`src/rtl/cell_phase_seq.sv`:
```
module cell_phase_seq #(
  parameter int RST_CYC = 5,
  parameter int EXC_CYC = 5,
  parameter int RD_CYC  = 10
) (
  input  logic       clk,
  input  logic       rst_n,
  input  logic       enable,
  input  logic       target_bit,
  input  logic       cmp_in,
  output logic       ph_reset,
  output logic       ph_excite,
  output logic       ph_read,
  output logic [1:0] drv_sel,
  output logic       spin_out,
  output logic       sample_valid
);
  localparam int MAXL = (RST_CYC > EXC_CYC) ? ((RST_CYC > RD_CYC) ? RST_CYC : RD_CYC)
                                            : ((EXC_CYC > RD_CYC) ? EXC_CYC : RD_CYC);
  localparam int CW = $clog2(MAXL + 1);

  typedef enum logic [1:0] {S_IDLE, S_RST, S_EXC, S_RD} st_t;

  st_t           st;
  logic [CW-1:0] cnt;
  logic          tgt_q, spin_q, vld_q;
  logic          last;

  assign last = (st == S_RST && cnt == CW'(RST_CYC - 1)) ||
                (st == S_EXC && cnt == CW'(EXC_CYC - 1)) ||
                (st == S_RD  && cnt == CW'(RD_CYC  - 1));

  always_ff @(posedge clk or negedge rst_n) begin
    if (!rst_n) begin
      st     <= S_IDLE;
      cnt    <= '0;
      tgt_q  <= 1'b0;
      spin_q <= 1'b0;
      vld_q  <= 1'b0;
    end else begin
      vld_q <= 1'b0;
      cnt   <= last ? '0 : cnt + 1'b1;
      case (st)
        S_IDLE: begin
          cnt <= '0;
          if (enable) st <= S_RST;
        end
        S_RST: if (last) begin
          st    <= S_EXC;
          tgt_q <= target_bit;
        end
        S_EXC: if (last) st <= S_RD;
        default: if (last) begin
          spin_q <= cmp_in;
          vld_q  <= 1'b1;
          st     <= enable ? S_RST : S_IDLE;
        end
      endcase
    end
  end

  assign ph_reset     = (st == S_RST);
  assign ph_excite    = (st == S_EXC);
  assign ph_read      = (st == S_RD);
  assign drv_sel      = ph_reset ? 2'b01 : (ph_excite ? {1'b1, tgt_q} : 2'b00);
  assign spin_out     = spin_q;
  assign sample_valid = vld_q;
endmodule

```
`config.mk`:
```
export PLATFORM = sky130hd
export DESIGN_NAME = cell_phase_seq
export DESIGN_NICKNAME = d
export VERILOG_FILES = /design/src/rtl/cell_phase_seq.sv
export SDC_FILE = /design/constraint.sdc
export NUM_CORES = 1
export LEC_CHECK = 0
export ABC_CLOCK_PERIOD_IN_PS = 1810
export BUFFER_PORTS_ARGS = -buffer_cell sky130_fd_sc_hd__buf_2
export CAP_MARGIN = 20
export CORE_MARGIN = 2
export CORE_UTILIZATION = 30
export CTS_CLUSTER_DIAMETER = 100
export CTS_CLUSTER_SIZE = 8
export DETAILED_ROUTE_END_ITERATION = 10
export PLACE_DENSITY_LB_ADDON = 0.1
export SKIP_LAST_GASP = 1
export SLEW_MARGIN = 20
export SYNTH_ARGS = -nofsm -noshare
export SYNTH_HDL_FRONTEND = slang
export SYNTH_SLANG_ARGS = --single-unit
```
`constraint.sdc`:
```
create_clock -name clk -period 1.81 [get_ports clk]
set_clock_uncertainty 0.05 [all_clocks]
set_input_delay 0.2715 -clock clk [delete_from_list [all_inputs] [get_ports clk]]
set_output_delay 0.2715 -clock clk [all_outputs]
set_load 0.005 [all_outputs]
```
==> impl_metrics.tcl, run 1 <==
set metrics [dict create \
    htreeDepth 1 \
    vias_per_cell 4.33 \
    status "finished clean" \
    die_w_um 45.1 \
    p_per_area_mw_per_mm2 1560 \
    fin_nets 76 \
    wirelength_um 857 \
    yosysWarnings 0 \
    max_freq_mhz 596 \
    route.detailed.drc 0 \
    syn_avg_cell_area_sq_um 11.0 \
    cpMaxStageDelayCell "dfrtp_1" \
    synth_nets 58 \
    rows 14 \
    endpoint_kind "primary output" \
    setup-tns-final_ps 0 \
    fin_crit_ps 1680 \
    tritoncts "yes" \
    tightestPinTransition_ps 219 \
    clock-sinks 9 \
    clock_latency_ps 260 \
    ioPinCount 12 \
    ys_seq_elements 9 \
    grt_pass1_wl_um 1440 \
    synthCells 46 \
    finalHoldViolCount 0 \
    routedWlPerCell_um 10.8 \
    reg2reg_from "st[0]" \
    hpwl_um 666 \
    clkTransAtPathRegs_ps 60 \
    vias 342 \
    critical_path.max_stage_delay_ps 390 \
    detail-route-antenna-nets 0 \
    grt_start_max_net_pins 10 \
    path_class "register to primary output" \
    rrSetupSlack_ps 140 \
    track_usage 0.105 \
    relSlewSlack 0.854 \
    clockBufferDepth 2 \
    cp-endpoint "drv_sel[0]" \
    reg2reg_depth 6 \
    start_kind "register" \
    worstPathCellList "inv_1 -> ha_1 -> buf_4 -> a21o_1 -> buf_2" \
    die_y_um 45.1 \
    antenna_found_initial 0 \
    cp.required_ps 1490 \
    core_area_sq_mm 0.00154 \
    hold_class "input port to register" \
    initial_core_util 0.329 \
    cts_inserted_buffers 3 \
    drt_iter0_drc 4 \
    vdd_drop_max_uv 689 \
    slew_violations 0 \
    cts-root-buf "clkbuf_4" \
    p_leak_uw 0.000338 \
    drt-pass1-iter-count 3 \
    syn_to_final_growth_pct 23.5 \
    yosysUniqueCellTypes 19 \
    ys_seq_area_frac 0.444 \
    crit_fanout 5 \
    io_buffers 11 \
    reg2reg_to "st[1]" \
    crit_start "st[0]" \
    routabilityCongestion 0.686 \
    fin_util 0.406 \
    grt_overflow 0 \
    cts_setup_buffers 0 \
    die_area_sq_mm 0.00203 \
    setup_viol 0 \
    first_global_vias 336 \
    cp.arrival_ps 1360 \
    post_route_cells_drive_above_1_share 0.365 \
    n_antenna_cell 0 \
    max_cap_violations 0 \
    synth_area_sq_um 507 \
    num-fill-cells 155 \
    rsz0062_at_grt "no" \
    fin_crit_sh 0.927 \
]
[state kept, by name (all words and copies together) (netlist names)]
register and cells:
spin_out 1, st 2, sample_valid 1, cnt 4, tgt_q 1
[what timing repair did]
action / CTS / global route
setup endpoints to repair: 0 / 0
hold buffers: 1 / 0
resized for setup: 0 / 0
hold endpoints to repair: 9 / 0
[layout make-up]
type | instances | area [sq um] | share of cell area
Clock buffer | 4 | 26.3 | 0.0420
Inverter | 6 | 22.5 | 0.0360
Multi-Input combinational cell | 30 | 251 | 0.402
Sequential cell | 9 | 225 | 0.360
Tap cell | 16 | 20.0 | 0.0320
Timing Repair Buffer | 14 | 80.1 | 0.128
[layer usage]
metal	GRT usage	part of all wire	vias to the layer above	wire length [um]
li1	-	-	183	-
met1	0.135	0.52	149	445
met2	0.146	0.42	10	360
met3	0.0360	0.060	0	51
met4	0.0706	0	0	0
met5	0	0	-	0
[layout by cell type (no fill, tap or decap), drive strengths merged]
| cell | netlist | final |
|---|---|---|
| clkbuf | 0 | 4 |
| nor3 | 1 | 1 |
| and2 | 1 | 1 |
| o22ai | 1 | 1 |
| nor2 | 5 | 5 |
| nand4b | 1 | 1 |
| o21ai | 2 | 2 |
| buf | 1 | 13 |
| nand3 | 1 | 1 |
| dfrtp | 9 | 9 |
| nand2 | 2 | 2 |
| a21o | 1 | 1 |
| xnor2 | 1 | 1 |
| ha | 7 | 7 |
| nand2b | 1 | 1 |
| o211ai | 1 | 1 |
| dlygate4sd3 | 0 | 1 |
| xor2 | 1 | 1 |
| mux2 | 4 | 4 |
| inv | 6 | 6 |
[worst min-delay path by stage]
stage                       from      endpoint  slack (ps)  cells after the start
after detailed placement   rst_n  sample_valid          90                      1
after floorplan            rst_n        cnt[0]         -70                      0
after global placement     rst_n  sample_valid          90                      1
after global routing      cmp_in      spin_out         190                      2
after CTS                 cmp_in      spin_out         180                      2
final                     cmp_in      spin_out         190                      2
[stage by stage]
stage                     cells  setup slack [ps]  hold slack, ps  total power [uW]  area (sq um)
after global placement       74               150            90.8               842           589
after floorplan              46               173           -74.1               681           507
after CTS                    79               115             179              1000           626
after global routing         79              4.44             193              1090           626
after detailed placement     74               140            94.1               835           589
final                        79               133             192               979           626
[logic make-up (layout without fill, tap and decap cells)]
family                   after synthesis  count (layout)  share of synthesized area
XOR/XNOR                               2               2                     0.0346
adder cells (fa/ha/maj)                7               7                      0.173
buffers and inverters                  7              24                     0.0593
flip-flops                             9               9                      0.444
multiplexers                           4               4                     0.0889
AND/OR/NAND/NOR                       12              12                      0.119
AO/OA/AOI/OAI                          5               5                     0.0815
[where the power goes]
group / total [uW] / internal, uW / switching, uW
Sequential: 350 / 281 / 69.6
Clock: 157 / 85.1 / 71.6
Combinational: 472 / 243 / 229
[cells in the mapped netlist]
cell	count	area (sq um)
o211ai_1	1	7.51
o21ai_2	1	8.76
and2_4	1	8.76
o21ai_0	1	5.00
nand4b_1	1	8.76
nor3_1	1	5.00
dfrtp_1	9	225
nor2_1	5	18.8
nand2_1	2	7.51
buf_4	1	7.51
xor2_1	1	8.76
xnor2_1	1	8.76
a21o_1	1	7.51
inv_1	6	22.5
ha_1	7	87.6
nand2b_1	1	6.26
mux2_2	4	45.0
nand3_1	1	5.00
o22ai_2	1	12.5
[critical path, delay by kind of cell, from the launching register on]
family / cells / cell delay (ps)
adder cells (fa/ha/maj): 1 / 210
AO/OA/AOI/OAI: 1 / 140
buffers and inverters: 3 / 350
flip-flops: 1 / 390
(Power assumes the default switching activity.)
==> run 2: changes to the inputs <==
--- a/config.mk
+++ b/config.mk
@@ -8,7 +8,6 @@
 export ABC_CLOCK_PERIOD_IN_PS = 1810
 export BUFFER_PORTS_ARGS = -buffer_cell sky130_fd_sc_hd__buf_2
 export CAP_MARGIN = 20
-export CORE_MARGIN = 2
 export CORE_UTILIZATION = 30
 export CTS_CLUSTER_DIAMETER = 100
 export CTS_CLUSTER_SIZE = 8
==> impl_metrics.tcl, run 2 (synthesis gave the netlist of run 1 again) <==
set metrics [dict create \
    reg2reg_depth 6 \
    relSlewSlack 0.857 \
    ioPinCount 12 \
    cts-root-buf "clkbuf_4" \
    core_area_sq_mm 0.00154 \
    drt_iter0_drc 2 \
    reg2reg_to "spin_out" \
    fin_nets 75 \
    slew_violations 0 \
    n_antenna_cell 0 \
    cts_setup_buffers 0 \
    rrSetupSlack_ps 100 \
    die_w_um 43.1 \
    first_global_vias 342 \
    setup_viol 0 \
    fin_crit_ps 1710 \
    grt_start_max_net_pins 10 \
    cpMaxStageDelayCell "dfrtp_1" \
    io_buffers 11 \
    p_leak_uw 0.000331 \
    path_class "register to register" \
    crit_fanout 5 \
    min_to "spin_out" \
    grt_overflow 0 \
    holdPathStages 2 \
    tightestPinTransition_ps 215 \
    route.detailed.drc 0 \
    vias 346 \
    reg2reg_from "st[1]" \
    setup-tns-final_ps 0 \
    vdd_drop_max_uv 616 \
    grt_pass1_wl_um 1450 \
    tritoncts "yes" \
    max_cap_violations 0 \
    syn_to_final_growth_pct 22.5 \
    worstPathCellList "inv_1 -> ha_2 -> o211ai_1 -> o21ai_2 -> and2_4 -> mux2_2" \
    wirelength_um 827 \
    max_freq_mhz 586 \
    multi_input_area_sq_um 254 \
    status "finished clean" \
    fin_area_sq_um 621 \
    fin_crit_sh 0.943 \
    reg.largest.list "cnt: 4 flops, st: 2 flops" \
    rsz0062_at_grt "no" \
    htreeDepth 1 \
    clockBufferDepth 2 \
    cts_inserted_buffers 3 \
    holdWs_ps 196 \
    critical_path.max_stage_delay_ps 410 \
    clkTransAtPathRegs_ps 60 \
    total_power_uw 964 \
    detail-route-antenna-nets 0 \
    ff_latch_area_sq_um 225 \
    final_cell_mix "buf_2 (11), dfrtp_1 (9), inv_1 (6), ha_1 (6), nor2_1 (5)" \
    drt-pass1-iter-count 3 \
    num-fill-cells 159 \
    largest_register_ffs 4 \
    vias_per_cell 4.44 \
    track_usage 0.114 \
    endpoint_kind "register" \
    routedWlPerCell_um 10.6 \
    antenna_found_initial 0 \
    cp.arrival_ps 1800 \
    finalHoldViolCount 0 \
    p_per_area_mw_per_mm2 1550 \
    start_kind "register" \
    die_y_um 43.1 \
    clock_latency_ps 260 \
    dpl_cell_area_sq_um 582 \
    final_common_cell "buf_2" \
    cp.required_ps 1900 \
    regMostFlops "cnt" \
    worstHoldStart "cmp_in" \
    hold_class "input port to register" \
    hpwl_um 629 \
    routabilityCongestion 0.668 \
    post_route_cells_drive_above_1_share 0.371 \
    clock-sinks 9 \
    initial_core_util 0.329 \
    die_area_sq_mm 0.00186 \
    rows 14 \
]
[run 2: cell count changes in the layout (fill, tap and decap cells not counted), sizes merged]
| cell | before | now |
|---|---|---|
| buf | 13 | 12 |
[run 2: routing by layer]
metal  track usage  wire, um  vias to the layer above  share of wire
met1         0.132       357                      151           0.43
li1              -         -                      181              -
met2         0.167       398                       14           0.48
met4        0.0364         0                        0              0
met3        0.0766        71                        0          0.086
met5             0         0                        -              0
[run 2: area by class of cell]
| type | count | share of cell area |
|---|---|---|
| timing repair buffer | 13 | 0.117 |
| clock buffer | 4 | 0.0423 |
| multi-input combinational | 30 | 0.409 |
| inverter | 6 | 0.0363 |
| tap | 16 | 0.0323 |
| sequential | 9 | 0.363 |
[run 2: worst max-delay path: cells and delay by family (launching register included)]
family / cells / cell delay, ps
compound gates: 2 / 330
fa+ha+maj: 1 / 220
buf+inv: 1 / 90
flops: 1 / 410
mux: 1 / 320
simple gates: 1 / 180
[run 2: worst max-delay path by stage]
stage               startpoint        to  slack [ps]  cells after the start
floorplan                st[0]  spin_out         170                      6
global placement         st[1]  spin_out          90                      6
detailed placement       st[1]  spin_out          70                      6
CTS                      st[1]  spin_out          50                      6
global route             st[1]  spin_out           3                      6
finish                   st[1]  spin_out         100                      6
[run 2: power breakdown]
part | switching [uW] | leakage, uW | internal (uW)
Clock | 67.0 | 0.0000150 | 84.8
Sequential | 68.8 | 0.000115 | 281
Combinational | 228 | 0.000202 | 235
[run 2: repair_timing]
action	4_1_cts	5_1_grt
setup endpoints to repair	0	2
hold endpoints to repair	9	0
gates resized for setup	0	1
hold buffers	1	0
[run 2: stage by stage]
step	instances	util	setup WS [ps]
after floorplan	46	-	173
after global placement	73	0.377	88.5
after detailed placement	73	0.377	70.7
after CTS	78	0.401	52.5
after global routing	78	0.403	3.39
final	78	0.403	102
==> run 3: changes to the inputs <==
--- a/config.mk
+++ b/config.mk
@@ -5,7 +5,7 @@
 export SDC_FILE = /design/constraint.sdc
 export NUM_CORES = 1
 export LEC_CHECK = 0
-export ABC_CLOCK_PERIOD_IN_PS = 1810
+export ABC_CLOCK_PERIOD_IN_PS = 1650
 export BUFFER_PORTS_ARGS = -buffer_cell sky130_fd_sc_hd__buf_2
 export CAP_MARGIN = 20
 export CORE_UTILIZATION = 30
==> constraint.sdc (replaced) <==
create_clock -name clk -period 1.65 [get_ports clk]
set_clock_uncertainty 0.05 [all_clocks]
set_input_delay 0.2475 -clock clk [delete_from_list [all_inputs] [get_ports clk]]
set_output_delay 0.2475 -clock clk [all_outputs]
set_load 0.005 [all_outputs]
==> impl_metrics.tcl, run 3 (synthesis gave the netlist of run 1 again) <==
set metrics [dict create \
    status "finished with violations" \
    violations "negative setup slack" \
    fin_crit_sh 1.01 \
    cts_inserted_buffers 3 \
    vdd_drop_max_uv 614 \
    clockBufferDepth 2 \
    ioPinCount 12 \
    reg2reg_to "st[1]" \
    crit_start "st[0]" \
    rsz0062_at_grt "yes" \
    fin_crit_ps 1660 \
    vias 388 \
    grt_overflow 0 \
    drt_iter0_drc 4 \
    die_area_sq_mm 0.00186 \
    reg.largest.list "cnt: 4 flops, st: 2 flops" \
    endpoint_kind "register" \
    core_area_sq_mm 0.00154 \
    route.detailed.drc 0 \
    final_cell_mix "buf_2 (11), dfrtp_1 (8), nor2_1 (5), ha_1 (5), buf_4 (5)" \
    holdWs_ps 165 \
    multi_input_area_sq_um 275 \
    final_common_cell "buf_2" \
    total_power_uw 1240 \
    max_freq_mhz 601 \
    post_route_cells_drive_above_1_share 0.522 \
    cp-endpoint "st[1]" \
    fin_nets 80 \
    cts-root-buf "clkbuf_4" \
    clock-sinks 9 \
    p_per_area_mw_per_mm2 1810 \
    die_w_um 43.1 \
    routabilityCongestion 0.697 \
    cp.required_ps 1750 \
    initial_core_util 0.329 \
    syn_to_final_growth_pct 35.3 \
    die_y_um 43.1 \
    holdPathStages 2 \
    dp_slack_ps 1.09 \
    routedWlPerCell_um 11.7 \
    rows 14 \
    setup-tns-final_ps -13.0 \
    finalHoldViolCount 0 \
    start_kind "register" \
    drt-pass1-iter-count 2 \
    rrSetupSlack_ps -10 \
    antenna_found_initial 0 \
    grt_start_max_net_pins 10 \
    tritoncts "yes" \
    num-fill-cells 162 \
    relSlewSlack 0.859 \
    max_cap_violations 0 \
    track_usage 0.102 \
    io_buffers 11 \
    clock_latency_ps 260 \
    slew_violations 0 \
    vias_per_cell 4.67 \
    ff_latch_area_sq_um 226 \
    largest_register_ffs 4 \
    p_leak_uw 0.000364 \
    path_class "register to register" \
    grt_pass1_wl_um 1370 \
    cp.arrival_ps 1760 \
    tightestPinTransition_ps 211 \
    setup_viol 1 \
    first_global_vias 347 \
    wirelength_um 967 \
    n_antenna_cell 0 \
    worst_slack_ps -13.0 \
    htreeDepth 1 \
    regMostFlops "cnt" \
    reg2reg_depth 7 \
    hpwl_um 670 \
    clkTransAtPathRegs_ps 60 \
    crit_fanout 4 \
    hold_class "input port to register" \
    detail-route-antenna-nets 0 \
    reg2reg_from "st[0]" \
]
## run 3: final cells by class
class / count / area share
Multi-Input combinational cell: 30 / 0.401
Sequential cell: 9 / 0.330
Timing Repair Buffer: 18 / 0.166
Clock buffer: 3 / 0.0328
Inverter: 6 / 0.0328
Tap cell: 16 / 0.0292
Clock inverter: 1 / 0.00730
## run 3: per-layer routing
metal / vias up / wire length, um / track usage
met1: 186 / 422 / 0.121
met3: 0 / 49 / 0.0383
li1: 190 / - / -
met4: 0 / 0 / 0.0364
met5: - / 0 / 0
met2: 12 / 494 / 0.167
## run 3: how the worst min path moves through the flow
stage,from,end,slack [ps]
after floorplan,rst_n,cnt[0],-100
after global routing,cmp_in,spin_out,160
after CTS,cmp_in,spin_out,150
final,cmp_in,spin_out,160
after detailed placement,rst_n,spin_out,60
after global placement,rst_n,sample_valid,70
## run 3: stage by stage
| step | utilization | instances | instance area [sq um] |
|---|---|---|---|
| 2_1_floorplan | - | 46 | 507 |
| 6_report | 0.445 | 83 | 686 |
| 3_5_place_dp | 0.392 | 76 | 604 |
| 3_3_place_gp | 0.392 | 76 | 604 |
| 5_1_grt | 0.445 | 83 | 686 |
| 4_1_cts | 0.416 | 81 | 642 |
## run 3: critical path, cell delays in order (launching register included)
cell and delay (ps):
dfrtp_1 410, inv_2 80, buf_4 130, ha_1 210, inv_2 90, nor3_2 50
o22ai_2 160, mux2_2 360
## run 3: repair_timing
action,4_1_cts,5_1_grt
cloned,0,0
endpoints found under the setup margin,4,4
pin swaps,2,1
buffers inserted,0,2
resized for setup,1,9
hold buffers,1,0
endpoints found under the hold margin,9,0
## run 3: power breakdown
part / internal [uW] / switching [uW]
combinational: 365 / 312
clock: 89.5 / 82.1
sequential: 310 / 80.4
